File: config.mk
export PLATFORM = sky130hd
export DESIGN_NAME = cell_level_codec
export DESIGN_NICKNAME = d
export VERILOG_FILES = /design/src/rtl/clc_pkg.sv /design/src/rtl/clc_write_map.sv /design/src/rtl/clc_ctrl.sv /design/src/rtl/clc_datapath.sv /design/src/rtl/cell_level_codec.sv
export SDC_FILE = /design/constraint.sdc
export NUM_CORES = 1
export LEC_CHECK = 0
export BUFFER_PORTS_ARGS = -buffer_cell sky130_fd_sc_hd__buf_2
export CORE_MARGIN = 2
export CORE_UTILIZATION = 45
export DETAILED_ROUTE_END_ITERATION = 6
export PLACE_DENSITY_LB_ADDON = 0.12
export SETUP_SLACK_MARGIN = 0.5
export SYNTH_ARGS = -nofsm -noshare
export SYNTH_HDL_FRONTEND = slang
export SYNTH_SLANG_ARGS = --single-unit
File: constraint.sdc
create_clock -name clk -period 2.6 [get_ports clk]
set_clock_uncertainty 0.1 [all_clocks]
set_input_delay 0.52 -clock clk [delete_from_list [all_inputs] [get_ports clk]]
set_output_delay 0.52 -clock clk [all_outputs]
set_load 0.01 [all_outputs]
File: src/rtl/clc_pkg.sv
package clc_pkg;

  typedef logic [1:0] level_t;
  typedef logic [1:0] bank_t;

  typedef struct packed {
    logic capture;
    logic finishRobust;
    logic finishDense;
  } ctrl_strobe_t;

  // data pair -> level code, per bank; index 3 falls back to bank 0
  function automatic level_t encodeSym(bank_t bank, logic [1:0] sym);
    level_t lvl;
    case (bank)
      2'd1: lvl = ~sym;
      2'd2: begin
        case (sym)
          2'b00:   lvl = 2'd1;
          2'b01:   lvl = 2'd3;
          2'b10:   lvl = 2'd0;
          default: lvl = 2'd2;
        endcase
      end
      default: lvl = sym;
    endcase
    return lvl;
  endfunction

  // level code -> data pair, exact inverse of encodeSym
  function automatic logic [1:0] decodeSym(bank_t bank, level_t lvl);
    logic [1:0] sym;
    case (bank)
      2'd1: sym = ~lvl;
      2'd2: begin
        case (lvl)
          2'd0:    sym = 2'b10;
          2'd1:    sym = 2'b00;
          2'd2:    sym = 2'b11;
          default: sym = 2'b01;
        endcase
      end
      default: sym = lvl;
    endcase
    return sym;
  endfunction

  function automatic logic robustInvert(bank_t bank);
    return bank == 2'd1;
  endfunction

endpackage

File: src/rtl/clc_write_map.sv
module clc_write_map
  import clc_pkg::*;
#(
  parameter int CELLS  = 4,
  localparam int DATA_W = 2 * CELLS
) (
  input  logic              clk,
  input  logic              rstN,
  input  logic              robustMode,
  input  bank_t             bankSel,
  input  logic [DATA_W-1:0] wrData,
  output logic [DATA_W-1:0] wrLevels
);

  for (genvar i = 0; i < CELLS; i++) begin : g_cell
    level_t denseLvl;
    level_t robustLvl;
    always_comb begin
      denseLvl  = encodeSym(bankSel, wrData[2*i +: 2]);
      robustLvl = (wrData[i] ^ robustInvert(bankSel)) ? 2'd3 : 2'd0;
      wrLevels[2*i +: 2] = robustMode ? robustLvl : denseLvl;
    end

    AST_ROBUST_EXTREMES: assert property (@(posedge clk) disable iff (!rstN)
      robustMode |-> (wrLevels[2*i +: 2] == 2'd0 || wrLevels[2*i +: 2] == 2'd3));
  end

endmodule

File: src/rtl/clc_ctrl.sv
module clc_ctrl
  import clc_pkg::*;
(
  input  logic         clk,
  input  logic         rstN,
  input  logic         rdStart,
  input  logic         robustMode,
  input  logic         rdValid,
  output ctrl_strobe_t strobe
);

  typedef enum logic {ST_IDLE, ST_FINE} state_t;
  state_t state, nextState;

  always_comb begin
    strobe    = '0;
    nextState = state;
    case (state)
      ST_IDLE: begin
        if (rdStart) begin
          strobe.capture = 1'b1;
          if (robustMode) strobe.finishRobust = 1'b1;
          else            nextState = ST_FINE;
        end
      end
      default: begin
        strobe.finishDense = 1'b1;
        nextState          = ST_IDLE;
      end
    endcase
  end

  always_ff @(posedge clk) begin
    if (!rstN) state <= ST_IDLE;
    else       state <= nextState;
  end

  AST_ROBUST_LAT: assert property (@(posedge clk) disable iff (!rstN)
    (state == ST_IDLE && rdStart && robustMode) |=> rdValid);
  AST_DENSE_LAT: assert property (@(posedge clk) disable iff (!rstN)
    (state == ST_IDLE && rdStart && !robustMode) |=> (!rdValid ##1 rdValid));
  AST_BUSY_IGNORE: assert property (@(posedge clk) disable iff (!rstN)
    (state == ST_FINE) |=> (state == ST_IDLE));

endmodule

File: src/rtl/clc_datapath.sv
module clc_datapath
  import clc_pkg::*;
#(
  parameter int CELLS    = 4,
  parameter int SAMPLE_W = 8,
  parameter logic [SAMPLE_W-1:0] THR_LO  = 8'd75,
  parameter logic [SAMPLE_W-1:0] THR_MID = 8'd125,
  parameter logic [SAMPLE_W-1:0] THR_HI  = 8'd175,
  parameter logic [SAMPLE_W-1:0] THR_ROBUST_RST = 8'd160,
  localparam int DATA_W = 2 * CELLS,
  localparam int SAMP_BUS_W = CELLS * SAMPLE_W
) (
  input  logic                  clk,
  input  logic                  rstN,
  input  ctrl_strobe_t          strobe,
  input  logic                  robustMode,
  input  bank_t                 bankSel,
  input  logic [SAMP_BUS_W-1:0] rdSamples,
  input  logic                  thrLoad,
  input  logic [SAMPLE_W-1:0]   thrValue,
  output logic                  rdValid,
  output logic [DATA_W-1:0]     rdData
);

  logic [SAMPLE_W-1:0]   robustThr;
  logic [SAMP_BUS_W-1:0] sampleReg;
  logic [CELLS-1:0]      coarseReg;
  bank_t                 bankReg;
  logic                  lastRobust;

  logic [CELLS-1:0]  coarseNow;
  logic [CELLS-1:0]  robustBits;
  logic [DATA_W-1:0] denseWord;
  logic [DATA_W-1:0] robustWord;

  for (genvar i = 0; i < CELLS; i++) begin : g_cell
    logic [SAMPLE_W-1:0] liveS;
    logic [SAMPLE_W-1:0] heldS;
    logic                fineBit;
    always_comb begin
      liveS         = rdSamples[i*SAMPLE_W +: SAMPLE_W];
      heldS         = sampleReg[i*SAMPLE_W +: SAMPLE_W];
      coarseNow[i]  = liveS >= THR_MID;
      robustBits[i] = (liveS >= robustThr) ^ robustInvert(bankSel);
      fineBit       = coarseReg[i] ? (heldS >= THR_HI) : (heldS >= THR_LO);
      denseWord[2*i +: 2] = decodeSym(bankReg, {coarseReg[i], fineBit});
    end
  end

  always_comb begin
    robustWord            = '0;
    robustWord[CELLS-1:0] = robustBits;
  end

  always_ff @(posedge clk) begin
    if (!rstN) begin
      robustThr  <= THR_ROBUST_RST;
      sampleReg  <= '0;
      coarseReg  <= '0;
      bankReg    <= '0;
      lastRobust <= 1'b0;
      rdValid    <= 1'b0;
      rdData     <= '0;
    end else begin
      if (thrLoad) robustThr <= thrValue;
      if (strobe.capture) begin
        sampleReg  <= rdSamples;
        coarseReg  <= coarseNow;
        bankReg    <= bankSel;
        lastRobust <= robustMode;
      end
      rdValid <= strobe.finishRobust | strobe.finishDense;
      if (strobe.finishRobust)     rdData <= robustWord;
      else if (strobe.finishDense) rdData <= denseWord;
    end
  end

  AST_ROBUST_UPPER_ZERO: assert property (@(posedge clk) disable iff (!rstN)
    (rdValid && lastRobust) |-> (rdData[DATA_W-1:CELLS] == '0));
  AST_STROBES_EXCLUSIVE: assert property (@(posedge clk) disable iff (!rstN)
    !(strobe.finishRobust && strobe.finishDense));

endmodule

File: src/rtl/cell_level_codec.sv
module cell_level_codec
  import clc_pkg::*;
#(
  parameter int CELLS    = 4,
  parameter int SAMPLE_W = 8,
  parameter logic [SAMPLE_W-1:0] THR_LO  = 8'd75,
  parameter logic [SAMPLE_W-1:0] THR_MID = 8'd125,
  parameter logic [SAMPLE_W-1:0] THR_HI  = 8'd175,
  parameter logic [SAMPLE_W-1:0] THR_ROBUST_RST = 8'd160,
  localparam int DATA_W = 2 * CELLS,
  localparam int SAMP_BUS_W = CELLS * SAMPLE_W
) (
  input  logic                  clk,
  input  logic                  rstN,
  input  logic                  robustMode,
  input  logic [1:0]            bankSel,
  input  logic [DATA_W-1:0]     wrData,
  output logic [DATA_W-1:0]     wrLevels,
  input  logic                  thrLoad,
  input  logic [SAMPLE_W-1:0]   thrValue,
  input  logic                  rdStart,
  input  logic [SAMP_BUS_W-1:0] rdSamples,
  output logic                  rdValid,
  output logic [DATA_W-1:0]     rdData
);

  ctrl_strobe_t strobe;

  clc_write_map #(.CELLS(CELLS)) u_wmap (
    .clk(clk), .rstN(rstN), .robustMode(robustMode), .bankSel(bankSel),
    .wrData(wrData), .wrLevels(wrLevels)
  );

  clc_ctrl u_ctrl (
    .clk(clk), .rstN(rstN), .rdStart(rdStart), .robustMode(robustMode),
    .rdValid(rdValid), .strobe(strobe)
  );

  clc_datapath #(
    .CELLS(CELLS), .SAMPLE_W(SAMPLE_W), .THR_LO(THR_LO), .THR_MID(THR_MID),
    .THR_HI(THR_HI), .THR_ROBUST_RST(THR_ROBUST_RST)
  ) u_dp (
    .clk(clk), .rstN(rstN), .strobe(strobe), .robustMode(robustMode),
    .bankSel(bankSel), .rdSamples(rdSamples), .thrLoad(thrLoad),
    .thrValue(thrValue), .rdValid(rdValid), .rdData(rdData)
  );

endmodule

## After elaboration in Yosys (flattened, before gate mapping)

Cells that the tools add are included.

| operators by class | value |
|---|---|
| divide/modulo/power cells | 0 |
| magnitude comparators | 16 |
| multiply operators | 0 |
| bitwise logic cells | 19 |
| reductions and logical operators | 11 |
| eq/ne operators | 20 |
| add/sub/neg operators | 0 |
| shifts and indexed selects | 0 |
| multiplexer cells | 35 |

Operators with widths:

| cell | count |
|---|---|
| 8-bit by 7-bit >= comparator with 1-bit output, second input constant | 8 |
| 2-bit case mux with 3 select lines | 8 |
| 8-bit >= comparator | 4 |
| 8-bit >= comparator, second input constant | 4 |
| 2-bit case mux with 2 select lines | 8 |
| 2-bit by 1-bit == test with 1-bit output, second input constant | 10 |
| 2-bit == test, second input constant | 10 |
| 2-bit two-way mux | 10 |
| 2-bit logical NOT | 8 |
| 2-bit inverter | 8 |
| 4-bit two-way mux | 2 |
| 1-bit XOR | 8 |
| 1-bit two-way mux | 7 |
| 3-bit OR reduction | 1 |
| 1-bit inverter | 2 |
| 2-bit nonzero test | 1 |
| 2-bit OR reduction | 1 |
| 1-bit bitwise OR | 1 |

| word-level totals | value |
|---|---|
| ROM bits | 0 |
| bits of input ports | 55 |
| bits in latches | 0 |
| register bits after elaboration | 56 |
| memories | 0 |
| RAM bits | 0 |
| logic and storage cells | 109 |

## Logic depth before layout (Yosys ltp)

| logic depth | value |
|---|---|
| word-level depth | 7 |
| gate-level depth with buffers | 9 |

## Cells and area by module

Synthesis repeated with hierarchy kept, for this count alone.

| unflattened totals | value |
|---|---|
| cell total of the unflattened synthesis | 414 |
| area total of the unflattened synthesis | 3747.3 sq um |

Modules (own cells, without submodules):

| module | cells each | sequential area each (sq um) | area each (sq um) | times used |
|---|---|---|---|---|
| clc_datapath | 361 | 1101.1 | 3326.9 | 1 |
| clc_write_map | 48 | 0.0 | 361.6 | 1 |
| clc_ctrl | 5 | 20.0 | 58.8 | 1 |

## Least setup slack after synthesis

Ideal clock, no wire load.

| timing | value |
|---|---|
| path type | input-to-output |
| start | input bankSel[1] |
| end | output wrLevels[5] |
| data arrival time | 1626 ps |
| slack | 354 ps |
| stages | 7 |
| cells stage by stage | inv_1 > ha_1 > clkbuf_1 > a221oi_1 > a21oi_1 > nor2_1 > a21oi_1 |

| on the way | value |
|---|---|
| cells in the longest elaborated chain, start to end | 4 |
| elaborated cells on any way between the ends | 6 |
| those cells by class | eq/ne: 2; mux: 3; bitwise: 1 |

Ends and longest elaborated chain:

| item | RTL line | text |
|---|---|---|
| start, declared | cell_level_codec.sv:16 | `input logic [1:0] bankSel,` |
| 2-bit by 1-bit == test with 1-bit output | clc_pkg.sv:15, clc_pkg.sv:49 |  |
| 1-bit XOR | clc_write_map.sv:20 | `robustLvl = (wrData[i] ^ robustInvert(bankSel)) ? 2'd3 : 2'd0;` |
| 2-bit two-way mux | clc_write_map.sv:20 |  |
| 2-bit two-way mux (*) | clc_write_map.sv:21 | `wrLevels[2*i +: 2] = robustMode ? robustLvl : denseLvl;` |
| end, declared | cell_level_codec.sv:18 | `output logic [DATA_W-1:0] wrLevels,` |

Mark *: on every way between the ends. The rest lies on a longest branch, timed or not.

## Worst setup path after layout

| timing | value |
|---|---|
| start | input bankSel[1] |
| end | output wrLevels[1] |

Same word-level chain as after synthesis.

==> reports/qor.yml <==
hold_viol_final: 0
leakage_uw: 0.00191
synth_area_leaders: "dfxtp_1 (32%), ha_1 (14%), a21oi_1 (9.6%), nand2_1 (9.0%), inv_1 (3.4%)"
setup_viol: 0
drt_iter0_drc: 184
dr_wl_met2_um: 4240
vias_per_cell: 5.50
min_period_ps: 2240
syn_inst: 448
r2r_slack_ps: 650
worstHoldStart: "thrValue[5]"
reg2reg_depth: 9
synth-compound-area-share_pct: 25.0
clock_sink_count: 56
synth_adder_area_share_pct: 14.5
synth-seq-cells: 56
rsz0062_at_grt: "yes"
peakVddDrop_uv: 253
top_layer_used: "met4"
r2r-start: "u_dp.robustThr[2]"
floorplan.rows: 31
synth_most_common_cell: "nand2_1"
async_flop_share_pct: 0
syn_avg_cell_area_um2: 7.71
port_buffers: 71
status: "finished, final reports clean"
yosysSeqAreaShare_pct: 32.5
areaGrowthSynthToFinish_pct: 21.1
cts_tree: "built"
cts_root_buffer: "clkbuf_8"
numCtsBuffers: 5
antenna_found_initial: 0
syn_nets: 543
drt-met1-wl_um: 4230
filler_cell_count: 697
cp-end-kind: "output port"
startpoint_type: "input pin"
synth_common_cells: "nand2_1 (83), a21oi_1 (66), dfxtp_1 (56), ha_1 (40), inv_1 (31)"
avgRoutedWirePerCell_um: 14.6
grt_usage_pct: 21.4
maxSlewHeadroom_pct: 59.3
worst_path_largest_cell_delay_ps: 170
start_util_pct: 47.1
tightest_slew_ps: 609
path_class: "input pin to output port"
final.setup.tns_ps: 0
synth_ff_type: "dfxtp_1"
slowest_stage: "ha_4"
dp_hpwl_um: 6580
h-tree-depth: 2
min_to: "u_dp.robustThr[5]"
synth.distinct_cells: 43
grt_pass1_vias: 3198
first_pass_iters: 4
insertedDiodeCount: 0
die_y_um: 91.6
final-max-slew-violation-count: 0
overflow: 0
antenna_left: 0
io_pins: 72
synth_edf_count: 0
synth_top_family_by_area: "compound AO/OA/AOI/OAI gates"
arrival_ps: 1620
power_uw: 1950
synth_top_cell_area_share_pct: 32.5
core_area_mm2: 0.00733
clock_latency_ps: 310
yosys_warnings: 0
cpMostUsedCell: "ha_4"
min_path_type: "input pin to flip-flop"
regArea_mm2: 0.00112
crit_path_cell_trace: "buf_8 > inv_4 > ha_4 > buf_4 > ha_4 > a21oi_4 > nor2_4 > a21oi_2 > o21ai_1 > buf_2"
yosysTopAreaCell: "dfxtp_1"
required_ps: 1980
multi_input_area_mm2: 0.00224
r2r_end: "u_dp.rdData[2]"
grt_max_degree: 37
die_area_mm2: 0.00839
netlist_area_mm2: 0.00345
fin_crit_sh_pct: 86.2
grt_pass1_wl_um: 14800
drive_gt1_share_pct: 22.2
holdBufCountCts: 0
vias: 3374
nets: 609
die_x_um: 91.6
max-cap-violations: 0
wl_um: 8980
hold_depth: 3
clockBufferDepth: 2
max_freq_mhz: 446
clkTransAtPathRegs_ps: 100
yosys.area_share.xor_xnor_pct: 0.761
wl_met3_um: 370
drc_errors: 0
synthSimpleGateAreaFrac_pct: 19.0
critPathMaxFanout: 6
place_congestion: 0.798
yosys-mux-area-fraction_pct: 1.74
p_per_area_mw_per_mm2: 466
-- flip-flops by register name, indices dropped and copies added, names as in the netlist --
name            count
u_ctrl.state        1
u_dp.bankReg        2
u_dp.coarseReg      4
u_dp.rdData         8
u_dp.rdValid        1
u_dp.robustThr      8
u_dp.sampleReg     32
-- routing by layer --
layer	track usage, %	vias up
li1	-	1718
met1	29.3	1550
met2	34.7	94
met3	3.24	12
met4	6.69	0
met5	0	-
-- report_power, final --
group	internal (µW)	leakage (µW)	switching (µW)
Combinational	236	0.00141	294
Sequential	911	0.000462	40.7
Clock	184	0.0000410	281
Total	1330	0.00191	616
-- critical path: cells and delay by family --
kind	cells	cell delay [ps]
AOI/OAI and AO/OA	3	320
adders and majority gates	2	320
buffers and inverters	4	410
and+or+nand+nor	1	40
-- timing repair --
action	4_1_cts	5_1_grt
setup endpoints to repair	8	10
pin swaps	6	6
setup buffers	4	1
gates resized for setup	21	21
cloned	0	0
-- stage by stage --
stage	cell area (µm²)	util, %	instances	setup slack (ps)	hold slack (ps)
after floorplan	3470	-	448	470	337
after global placement	3890	53.1	601	221	347
after detailed placement	3890	53.1	601	165	354
after CTS	4080	55.7	612	400	314
after global routing	4180	57.0	613	323	313
final	4180	57.0	613	358	323
-- cells in the final DEF, fill, tap and decap left out, drive strengths merged, types with 2 or more instances in the layout --
master and count:
ha 40, a21boi 3, o21ai 17, nor4 4, inv 31, clkbuf 6, a31oi 2, a21o 7
a311o 3, xnor2 2, nor2 26, o22ai 9, a211oi 7, nand4 4, o211ai 2, a221oi 12
nor2b 5, nor3 9, nand3 3, nand2 84, a21oi 66, a41o 4, mux2i 6, buf 84
o2111ai 2, dfxtp 56, nand2b 8
-- how the worst max path moves through the flow --
stage          cells after the start     endpoint        from  slack (ps)
2_1_floorplan                      7  wrLevels[5]  bankSel[0]         470
3_3_place_gp                       8  wrLevels[6]  bankSel[0]         220
3_5_place_dp                       8  wrLevels[7]  bankSel[0]         160
4_1_cts                            9  wrLevels[7]  bankSel[1]         400
5_1_grt                            9  wrLevels[7]  bankSel[1]         320
6_report                          10  wrLevels[1]  bankSel[1]         360
-- logic make-up (layout without fill, tap and decap cells) --
| kind of cell | after synthesis | count (layout) |
|---|---|---|
| XOR/XNOR | 3 | 3 |
| adder cells (fa/ha/maj) | 40 | 40 |
| AND/OR/NAND/NOR | 148 | 148 |
| multiplexers | 6 | 6 |
| AO/OA/AOI/OAI | 139 | 139 |
| buffers and inverters | 56 | 122 |
| flip-flops | 56 | 56 |
-- area by class of cell --
| type | count | area share (%) |
|---|---|---|
| clock inverters | 1 | 0.120 |
| repair buffers | 84 | 11.9 |
| inverters | 31 | 2.90 |
| clock buffers | 6 | 1.74 |
| multi-input cells | 336 | 53.5 |
| flip-flops and latches | 56 | 26.9 |
| well taps | 99 | 2.96 |
Note: power is estimated with default switching activity, not from simulation.
